## src/rtl/seg_pkg.sv

```systemverilog
// Shared types for the block segmenter.
// Assumes nothing beyond IEEE 1800-2017 packages.
package seg_pkg;
    typedef enum logic [0:0] {
        ST_IDLE = 1'b0,
        ST_SEG  = 1'b1
    } seg_state_t;

    localparam logic [1:0] ERR_NONE = 2'b00;
    localparam logic [1:0] ERR_TFR  = 2'b11;
endpackage

```

## src/rtl/seg_chunk_calc.sv

```systemverilog
// Chunk arithmetic: given block size, fill offset and remaining bytes,
// produces the chunk size, whether it completes the block, and the next
// fill offset and remaining length. Purely combinational.
// Assumes bs is nonzero and fill < bs.
module seg_chunk_calc #(
    parameter int BSW = 12,
    parameter int LW  = 17
) (
    input  logic [BSW-1:0] bs,
    input  logic [BSW-1:0] fill,
    input  logic [LW-1:0]  rem,
    output logic [BSW-1:0] take,
    output logic           blk_full,
    output logic [BSW-1:0] fill_next,
    output logic [LW-1:0]  rem_next
);
    logic [BSW-1:0] room;

    // pick the smaller of block room and remaining length
    always_comb begin
        room = bs - fill;
        if (rem < LW'(room)) take = rem[BSW-1:0];
        else                 take = room;
        blk_full  = (take == room);
        fill_next = blk_full ? '0 : fill + take;
        rem_next  = rem - LW'(take);
    end
endmodule

```

## src/rtl/seg_blk_counter.sv

```systemverilog
// Block counter: loads at chain start, decrements per completed block.
// Also exposes the value it will hold after this cycle.
// Assumes load and dec are never high together.
module seg_blk_counter #(
    parameter int CW = 16
) (
    input  logic          clk,
    input  logic          rst_n,
    input  logic          load,
    input  logic [CW-1:0] init,
    input  logic          dec,
    output logic [CW-1:0] cnt,
    output logic          zero_next
);
    logic [CW-1:0] cnt_next;

    // value after this cycle's decrement
    always_comb begin
        cnt_next  = dec ? cnt - CW'(1) : cnt;
        zero_next = (cnt_next == '0);
    end

    // counter register
    always_ff @(posedge clk) begin
        if (!rst_n)    cnt <= '0;
        else if (load) cnt <= init;
        else           cnt <= cnt_next;
    end
endmodule

```

## src/rtl/seg_len_check.sv

```systemverilog
// End-of-chain length agreement check and sticky error status.
// Evaluated only in the cycle the chain finishes; cleared at chain start.
module seg_len_check (
    input  logic       clk,
    input  logic       rst_n,
    input  logic       clear,
    input  logic       finish,
    input  logic       bytes_left,
    input  logic       end_attr,
    input  logic       cnt_en,
    input  logic       cnt_zero,
    input  logic       irq_en,
    output logic       mismatch,
    output logic [1:0] err_state,
    output logic       err_irq
);
    import seg_pkg::*;

    logic bad;

    // the three disagreement cases
    always_comb begin
        bad = bytes_left
            | (end_attr & cnt_en & ~cnt_zero)
            | (cnt_en & cnt_zero & ~end_attr);
    end

    // sticky status registers
    always_ff @(posedge clk) begin
        if (!rst_n || clear) begin
            mismatch  <= 1'b0;
            err_state <= ERR_NONE;
            err_irq   <= 1'b0;
        end else if (finish && bad) begin
            mismatch  <= 1'b1;
            err_state <= ERR_TFR;
            err_irq   <= err_irq | irq_en;
        end
    end
endmodule

```

## src/rtl/blk_seg_split.sv

```systemverilog
// Top: accepts descriptors, emits one block-bounded chunk per cycle,
// tracks the partial block across descriptors and checks chain length.
// Assumes block size (low 12 bits) is nonzero.
module blk_seg_split #(
    parameter int BSW = 12,
    parameter int CW  = 16,
    parameter int DLW = 16
) (
    input  logic           clk,
    input  logic           rst_n,
    input  logic           chain_start,
    input  logic [15:0]    blk_size_reg,
    input  logic           dir_read,
    input  logic           cnt_en,
    input  logic [CW-1:0]  blk_cnt_init,
    input  logic           err_irq_en,
    input  logic           desc_valid,
    input  logic [DLW-1:0] desc_len,
    input  logic           desc_end,
    output logic           desc_ready,
    output logic           chunk_valid,
    output logic [BSW-1:0] chunk_offset,
    output logic [BSW-1:0] chunk_bytes,
    output logic           blk_done,
    output logic           card_rd_req,
    output logic           card_wr_push,
    output logic [CW-1:0]  blk_cnt,
    output logic           done,
    output logic           mismatch,
    output logic [1:0]     err_state,
    output logic           err_irq
);
    import seg_pkg::*;

    localparam int LW = DLW + 1;

    seg_state_t     state;
    logic [BSW-1:0] fill;
    logic [LW-1:0]  rem;
    logic           end_q;
    logic [BSW-1:0] bs;
    logic [BSW-1:0] take;
    logic           full;
    logic [BSW-1:0] fill_nx;
    logic [LW-1:0]  rem_nx;
    logic           seg_on;
    logic           dec;
    logic           cnt_zero_nx;
    logic           desc_last;
    logic           chain_fin;
    logic           accept;
    logic           start_ok;

    // decode block size and handshakes
    always_comb begin
        bs          = blk_size_reg[BSW-1:0];
        seg_on      = (state == ST_SEG);
        start_ok    = chain_start && (state == ST_IDLE);
        accept      = desc_valid && (state == ST_IDLE) && !chain_start;
        desc_ready  = (state == ST_IDLE);
        dec         = seg_on && full && cnt_en;
    end

    seg_chunk_calc #(.BSW(BSW), .LW(LW)) u_calc (
        .bs        (bs),
        .fill      (fill),
        .rem       (rem),
        .take      (take),
        .blk_full  (full),
        .fill_next (fill_nx),
        .rem_next  (rem_nx)
    );

    seg_blk_counter #(.CW(CW)) u_cnt (
        .clk       (clk),
        .rst_n     (rst_n),
        .load      (start_ok),
        .init      (blk_cnt_init),
        .dec       (dec),
        .cnt       (blk_cnt),
        .zero_next (cnt_zero_nx)
    );

    // descriptor and chain termination decisions
    always_comb begin
        desc_last = seg_on && ((rem_nx == '0) || (cnt_en && full && cnt_zero_nx));
        chain_fin = desc_last && (end_q || (cnt_en && cnt_zero_nx));
    end

    seg_len_check u_chk_len (
        .clk        (clk),
        .rst_n      (rst_n),
        .clear      (start_ok),
        .finish     (chain_fin),
        .bytes_left (rem_nx != '0),
        .end_attr   (end_q),
        .cnt_en     (cnt_en),
        .cnt_zero   (cnt_zero_nx),
        .irq_en     (err_irq_en),
        .mismatch   (mismatch),
        .err_state  (err_state),
        .err_irq    (err_irq)
    );

    // chunk outputs, valid while segmenting
    always_comb begin
        chunk_valid  = seg_on;
        chunk_offset = fill;
        chunk_bytes  = seg_on ? take : '0;
        blk_done     = seg_on && full;
        card_rd_req  = seg_on && dir_read && (fill == '0);
        card_wr_push = seg_on && !dir_read && full;
    end

    // state, fill offset and remaining length registers
    always_ff @(posedge clk) begin
        if (!rst_n) begin
            state <= ST_IDLE;
            fill  <= '0;
            rem   <= '0;
            end_q <= 1'b0;
            done  <= 1'b0;
        end else begin
            done <= chain_fin;
            if (start_ok) begin
                fill <= '0;
            end else if (accept) begin
                state <= ST_SEG;
                rem   <= (desc_len == '0) ? (LW'(1) << DLW) : LW'(desc_len);
                end_q <= desc_end;
            end else if (seg_on) begin
                fill <= fill_nx;
                rem  <= rem_nx;
                if (desc_last) state <= ST_IDLE;
            end
        end
    end
endmodule

```

## config.mk

```make
export PLATFORM = sky130hd
export DESIGN_NAME = blk_seg_split
export DESIGN_NICKNAME = d
export VERILOG_FILES = /design/src/rtl/seg_pkg.sv /design/src/rtl/seg_chunk_calc.sv /design/src/rtl/seg_blk_counter.sv /design/src/rtl/seg_len_check.sv /design/src/rtl/blk_seg_split.sv
export SDC_FILE = /design/constraint.sdc
export NUM_CORES = 1
export LEC_CHECK = 0
export BUFFER_PORTS_ARGS = -buffer_cell sky130_fd_sc_hd__buf_2
export CAP_MARGIN = 20
export CELL_PAD_IN_SITES_DETAIL_PLACEMENT = 0
export CELL_PAD_IN_SITES_GLOBAL_PLACEMENT = 1
export CORE_MARGIN = 3
export CORE_UTILIZATION = 40
export DETAILED_ROUTE_END_ITERATION = 6
export PLACE_DENSITY = 0.82
export SLEW_MARGIN = 10
export SYNTH_ARGS = -nofsm -noshare
export SYNTH_HDL_FRONTEND = slang
export SYNTH_HIERARCHICAL = 1
export SYNTH_SLANG_ARGS = --single-unit
```

## constraint.sdc

```tcl
create_clock -name clk -period 10.85 [get_ports clk]
set_input_delay 0.5425 -clock clk [delete_from_list [all_inputs] [get_ports clk]]
set_output_delay 0.5425 -clock clk [all_outputs]
set_load 0.05 [all_outputs]
```

==> results.md, run 1 <==
- Status: finished clean
- Post-CTS resize count: 0
- Finished Cell Area: around 6300 um2
- # Post-CTS Setup Buffers: 0
- Hold Path Stages: 3
- DR iter-0 viols: between 300 and 400
- Slew margin rel.: 0.4509
- Buf/Inv on CP: 2
- Final setup viols: 0
- GRT Total Usage: 0.2131
- Largest net degree at the start of global routing: 39
- Yosys Warn Count: 6
- Core Util, Final: 0.4730
- Tot Pwr: 1.084 mW
- Initial antenna violation count: 0
- Prevailing post-synth register cell: dfxtp_1
- H-tree depth: 2
- Cts hold-fix bufs: 0
- Uppermost layer routed: met4
- Critical hold path startpoint: desc_end
- Final Critical Period: around 7900 ps
- Die Ht: between 100 and 150 um
- Synth Area per Inst: approximately 7.7 um2
- DRT Pass-1 Iters: 5
- Maxcap violations: 0
- R2r worst-path depth: 30
- Share of cells above drive strength 1: 0.1753
- Final Max Tran Viols: 0
- Syn-to-layout area delta: 14.02%
- Number of CTS-inserted buffers: 5
- Die width: approximately 120 um
- Via density per instance: approximately 6
- Met1 WL: 7930 um
- Met2 Wirelength: 7871 um
- CP Data Required Time: 11040 ps
- Grt ovf: 0
- Element type at the critical path end: flip-flop
- CTS tree: built
- Register-to-register setup slack: 2950 ps
- Post-synth cell types: between 80 and 90
- Final setup margin: between 2000 and 3000 ps
- FF+latch count, synth: 50
- Crit path DAT: 8090 ps
- Critical path type: reg -> reg
- Crit Reg-Reg Startpoint: chunk_offset[1]
- DP Area: between 6000 and 7000 um2
- Root buf cell: clkbuf_16
- Top post-synthesis cells by area: dfxtp_1 18%, ha_1 8.6%, mux2i_1 5.6%
- Total power per unit cell area: between 150 and 200 nW/um2
- Final Hold Viols: 0
- Worst-margin pin slew: 816.2 ps
- Die Footprint: about 15000 um2
- Detailed Place HPWL: about 14000 um
- Mapped Nets: a little over 800
- Slowest stage delay, CP: 550 ps
- Clock Skews: around 11 ps
- Worst hold-check path type: in -> reg
- DP Worst Slack: between 3000 and 4000 ps
- Antenna Cells: 0
- Asr flop ratio synth: 0
- Initial Util: 0.4148
- Worst-path clk slew: ~70 ps
- Number of clock sinks: 50
- Area fraction of the dominant cell type after synthesis: 0.1801
- Antenna-violating nets left: 0
- Met3 wire len: between 900 and 1000 um
- Crit-path slowest cell: dfxtp_1
- Post-route clock period utilization: 0.7285
- Vias in the first global route: around 5200
- Maximum vdd drop: 0.08735 mV
- GP Congestion: roughly 0.90
- First-pass GRT wire length: about 26000 um
- Clock tree buffer depth: 2
- Hold EP: end_q
- Setup repair after global routing missed its margin: no
- Sequential area share after synthesis: 0.1801
- Reg2reg end: u_chk_len/err_state[0]
- Gate Count Post-Synth: slightly above 700
- Core region area: ~13000 um2
- Worst setup SP type: flip-flop
- Clk_lat worst skew: 300 ps
- Crit-path max FO: 10
- Routed wire length: 16990 um
- Most used cell along the critical path: ha_1
- Nets: ~910
- Routed vias: 5756
- Setup TNS: 0 ps
- DRC: 0
- Mean routed wirelength per cell: 17.23 um
- PortBufs: 101
- Post-Syn Area: about 5600 um2
- Top Family by Delay on Critical Path: compound AO/OA/AOI/OAI gates
- Row count: 42
- Synth area leader: dfxtp_1
- Leak: between 2 and 3 nW
- Max Freq: 126.5 MHz
- I/O pins: about 110
- Post-synth EDFFs: 0
## worst reg2reg max path, delay by kind of cell (launching register included)
family / cells / cell delay [ps]
buffers and inverters: 2 / 240
flip-flops: 1 / 550
adder cells (fa/ha/maj): 4 / 1080
AND/OR/NAND/NOR: 12 / 2360
XOR/XNOR: 1 / 130
AO/OA/AOI/OAI: 11 / 3420
## synth_stat cells (8+ instances only)
| library cell | count |
|---|---|
| nor4_1 | 14 |
| nor3_1 | 24 |
| clkbuf_1 | 14 |
| inv_1 | 38 |
| nand2_1 | 54 |
| and2_1 | 25 |
| nor2_1 | 74 |
| nand3_1 | 13 |
| or3_1 | 8 |
| a211oi_1 | 27 |
| ha_1 | 38 |
| a21o_1 | 8 |
| xnor2_1 | 24 |
| dfxtp_1 | 50 |
| buf_2 | 8 |
| o31ai_1 | 9 |
| mux2i_1 | 31 |
| o21ai_0 | 44 |
| nand2b_1 | 13 |
| a21oi_1 | 34 |
| xor2_1 | 25 |
## state kept, by name (all words and copies together) (netlist names)
signal / cells
chunk_offset: 12
chunk_valid: 1
done: 1
end_q: 1
rem: 17
u_chk_len/err_irq: 1
u_chk_len/err_state: 1
u_cnt/cnt: 16
## final cells by class
| type | count | area, um2 |
|---|---|---|
| Clock inverter | 2 | 38.79 |
| Inverter | 40 | 150.1 |
| Tap cell | 176 | 220.2 |
| Timing Repair Buffer | 106 | 550.5 |
| Sequential cell | 50 | 1001 |
| Multi-Input combinational cell | 607 | 4253 |
| Clock buffer | 5 | 125.1 |
| Fill cell | 1350 | 7062 |
## routing by layer
metal / track usage / vias up
met5: 0 / -
met4: 0.05065 / 0
met3: 0.03361 / 17
met2: 0.3623 / 180
met1: 0.2832 / 2715
li1: - / 2844
## worst max path at each step
stage,startpoint,endpoint,slack [ps],cells past startpoint
5_1_grt,chunk_offset[1],u_chk_len/err_irq,2500,27
3_3_place_gp,chunk_offset[1],u_chk_len/err_state[0],3200,30
4_1_cts,chunk_offset[1],u_chk_len/err_state[0],3080,30
6_report,chunk_offset[1],u_chk_len/err_state[0],2950,30
3_5_place_dp,chunk_offset[1],u_chk_len/err_state[0],3090,30
2_1_floorplan,chunk_offset[1],u_chk_len/err_state[0],3510,32
## per-stage QoR
stage                     hold slack [ps]  std cells
after detailed placement            524.1        978
final                               485.7        986
after floorplan                     482.9        725
after CTS                           479.9        985
after global placement              505.6        978
after global routing                494.2        986
## placed cells by master (no fill, tap or decap), drive strengths merged, types with 6 or more instances in the layout
| master | instances |
|---|---|
| a211oi | 29 |
| a21o | 8 |
| a21oi | 35 |
| a31oi | 6 |
| and2 | 26 |
| buf | 106 |
| dfxtp | 50 |
| ha | 38 |
| inv | 40 |
| mux2i | 31 |
| nand2 | 54 |
| nand2b | 13 |
| nand3 | 13 |
| nand4 | 7 |
| nor2 | 74 |
| nor2b | 8 |
| nor3 | 25 |
| nor4 | 18 |
| o211a | 6 |
| o211ai | 6 |
| o21ai | 49 |
| o31ai | 11 |
| or2 | 9 |
| or3 | 8 |
| or4 | 7 |
| xnor2 | 24 |
| xor2 | 25 |
## cell families (layout without fill, tap and decap cells)
| group | count (synthesis) | in the layout | share of synthesized area |
|---|---|---|---|
| simple gates | 289 | 289 | 0.2807 |
| compound gates | 192 | 192 | 0.2402 |
| buf+inv | 68 | 153 | 0.05537 |
| xor+xnor | 53 | 53 | 0.09341 |
| flops | 50 | 50 | 0.1801 |
| fa+ha+maj | 42 | 42 | 0.09453 |
| mux | 31 | 31 | 0.05582 |
## power breakdown
group	switching, mW	internal (mW)	total [mW]
sequential	0.0309	0.200	0.231
combinational	0.432	0.241	0.673
clock	0.0722	0.108	0.180
total	0.535	0.549	1.08
Note: power is estimated with default switching activity, not from simulation.
==> run 2: changes to the inputs <==
==> constraint.sdc (replaced) <==
create_clock -name clk -period 7.3 [get_ports clk]
set_input_delay 0.365 -clock clk [delete_from_list [all_inputs] [get_ports clk]]
set_output_delay 0.365 -clock clk [all_outputs]
set_load 0.05 [all_outputs]
==> run 2 against run 1 <==
Via count increased by 0.33%. Register-to-register slack got worse by 2500 ps. Fmax increased by 16%. Global-route usage grew 1.2 points. Core utilization increased by 0.94 points. Worst setup slack worse by 2500 ps. Design area is 2.0% higher. Sequential power is 48% higher. Flip-flop and latch count is the same. Critical path depth rose by 1. Critical path type unchanged. Critical endpoint unchanged. Largest power group unchanged. Highest routed layer unchanged.
==> results.md, run 2 (synthesis results as in run 1) <==
- Placed Cells: 987 (+0.92%)
- Clock tree buffer depth: 2 (unchanged)
- Root buf cell: clkbuf_16
- Die Footprint: 15350 um2 (unchanged)
- Buf/Inv on CP: 2 (unchanged)
- Largest net degree at the start of global routing: 39 (unchanged)
- Routed vias: 5775 (+0.33%)
- DRT Pass-1 Iters: 5 (unchanged)
- Nets: 915 (+1.1%)
- Finished Cell Area: 6465 um2 (+2.0%)
- Finished Layout Cells: 996 (+1.0%)
- Final Hold Viols: 0 (unchanged)
- Leading cell types in the layout, fill and taps excluded: 101 x buf_2, 72 x nor2_1, 54 x nand2_1, 49 x dfxtp_1, 42 x o21ai_0
- Final Critical Period: 6822 ps (-1082 ps)
- GP Congestion: 0.9362 (+3.7%)
- Crit-path max FO: 10 (unchanged)
- GR Util met1: 0.3023 (+0.01906)
- Die Ht: 123.9 um (unchanged)
- Worst-path clk slew: 70 ps (about the same)
- Antenna-violating nets left: 0 (unchanged)
- Fillcell total: 1371 (+1.6%)
- GRT Total Usage: 0.2253 (+0.01227)
- Critical path type: reg -> reg
- WHS: 310.9 ps (-174.8 ps)
- Share of cells above drive strength 1: 0.1939 (+0.01859)
- Setup repair after global routing missed its margin: no
- Maximum vdd drop: 0.1165 mV (+33%)
- Hold Path Stages: 3 (unchanged)
- Final Max Tran Viols: 0 (unchanged)
- Core region area: 13400 um2 (unchanged)
- Worst setup SP type: flip-flop
- Detailed Place HPWL: 13700 um (+1.1%)
- Grt ovf: 0 (unchanged)
- Worst-margin pin slew: 743.7 ps (-72.44 ps)
- CTS tree: built
- Setup TNS: 0 ps (unchanged)
- Mean routed wirelength per cell: 17.18 um (-0.27%)
- GR peak layer: met2
- DR iter-0 viols: 440 (+13%)
- Max Freq: 146.6 MHz (+16%)
- I/O pins: 106 (unchanged)
- PortBufs: 101 (unchanged)
- Top reg by flops: rem
- Element type at the critical path end: flip-flop
- Most common cell after layout, fill and taps aside: buf_2
- Crit-path slowest cell: or4_1
- Via density per instance: 5.798 (-0.68%)
- Crit path DAT: 7010 ps (-1080 ps)
- Levels on crit path: 31 (+3.3%)
- Maxcap violations: 0 (unchanged)
- Total power per unit cell area: 255.2 nW/um2 (+49%)
- First-pass GRT wire length: 27470 um (+5.4%)
- Syn-to-layout area delta: 16.30%
- Slew margin rel.: 0.4996 (+0.04874)
- M2 GR Usage: 0.3734 (+0.01115)
- Antenna Cells: 0 (unchanged)
- Met3 Usage GRT: 0.03043 (-0.003179)
- Initial antenna violation count: 0 (unchanged)
- Clock Skews: 10.95 ps (-0.3193 ps)
- Die width: 123.9 um (unchanged)
- Worst hold-check path type: in -> reg
- R2r worst-path depth: 31 (+3.3%)
- Post-route clock period utilization: 0.9346 (+0.2061)
- CP Data Required Time: 7490 ps (-3550 ps)
- Number of flip-flops in the largest register: 17 (unchanged)
- Vias in the first global route: 5393 (+3.5%)
- Most used cell along the critical path: ha_1
- Row count: 42 (unchanged)
- Leak: 2.793 nW (+2.0%)
- Status: finished clean
- H-tree depth: 2 (unchanged)
- Number of CTS-inserted buffers: 5 (unchanged)
- DP Area: 6226 um2 (+1.1%)
- Final setup viols: 0 (unchanged)
- Clk_lat worst skew: 300 ps (about the same)
- Initial Util: 0.4148 (unchanged)
- Top Family by Delay on Critical Path: simple AND/OR/NAND/NOR gates
- Slowest stage delay, CP: 530 ps (-20 ps)
- DRC: 0 (unchanged)
- Routed wire length: 17110 um (+0.74%)
- Number of clock sinks: 50 (unchanged)
[run 2: cell types whose count changed in the layout (fill, tap and decap cells not counted), sizes merged]
cell,previous run,this run
buf,106,116
[run 2: layout make-up]
class	instances	area, um2	area share
Clock buffer	5	125.1	0.01935
Inverter	40	150.1	0.02322
Multi-Input combinational cell	607	4304	0.6658
Sequential cell	50	1005	0.1554
Timing Repair Buffer	116	621.8	0.09619
Clock inverter	2	38.79	0.006000
Tap cell	176	220.2	0.03406
[run 2: metrics by stage]
step	setup slack, ps	util	power, mW
after floorplan	150.6	-	1.091
after global placement	399.7	0.4646	1.334
after detailed placement	207.3	0.4646	1.350
after CTS	155.5	0.4768	1.631
after global routing	57.83	0.4824	1.777
final	477.6	0.4824	1.650
[run 2: what timing repair did]
action / CTS / global route
gates resized for setup: 0 / 14
endpoints found under the hold margin: 0 / 0
hold buffers: 0 / 0
setup buffers: 0 / 1
endpoints found under the setup margin: 0 / 4
[run 2: final timing paths]
| path | slack [ps] | startpoint | end |
|---|---|---|---|
| max | 480 | chunk_offset[1] | u_chk_len/err_state[0] |
| min | 310 | desc_end | end_q |
| max reg2reg | 480 | chunk_offset[1] | u_chk_len/err_state[0] |
| min reg2reg | 520 | end_q | end_q |
[run 2: worst register-to-register path: cells and delay by family (launching register included)]
kind                       cells  cell delay, ps
AOI/OAI and AO/OA             11            2410
xor gates and xnor gates       1             130
adders and majority gates      4            1010
buffers and inverters          2             160
DFF                            1             410
and+or+nand+nor               13            2570
[run 2: routing by layer]
layer  wire length, um  vias to the layer above
met3               963                       28
met4               400                        0
met2              7848                      155
met5                 0                        -
met1              7901                     2727
li1                  -                     2865
[run 2: power by group]
part	switching [mW]	total, mW	internal (mW)
logic	0.655	1.04	0.384
clock network	0.109	0.270	0.161
registers	0.0448	0.341	0.297
total	0.809	1.65	0.841
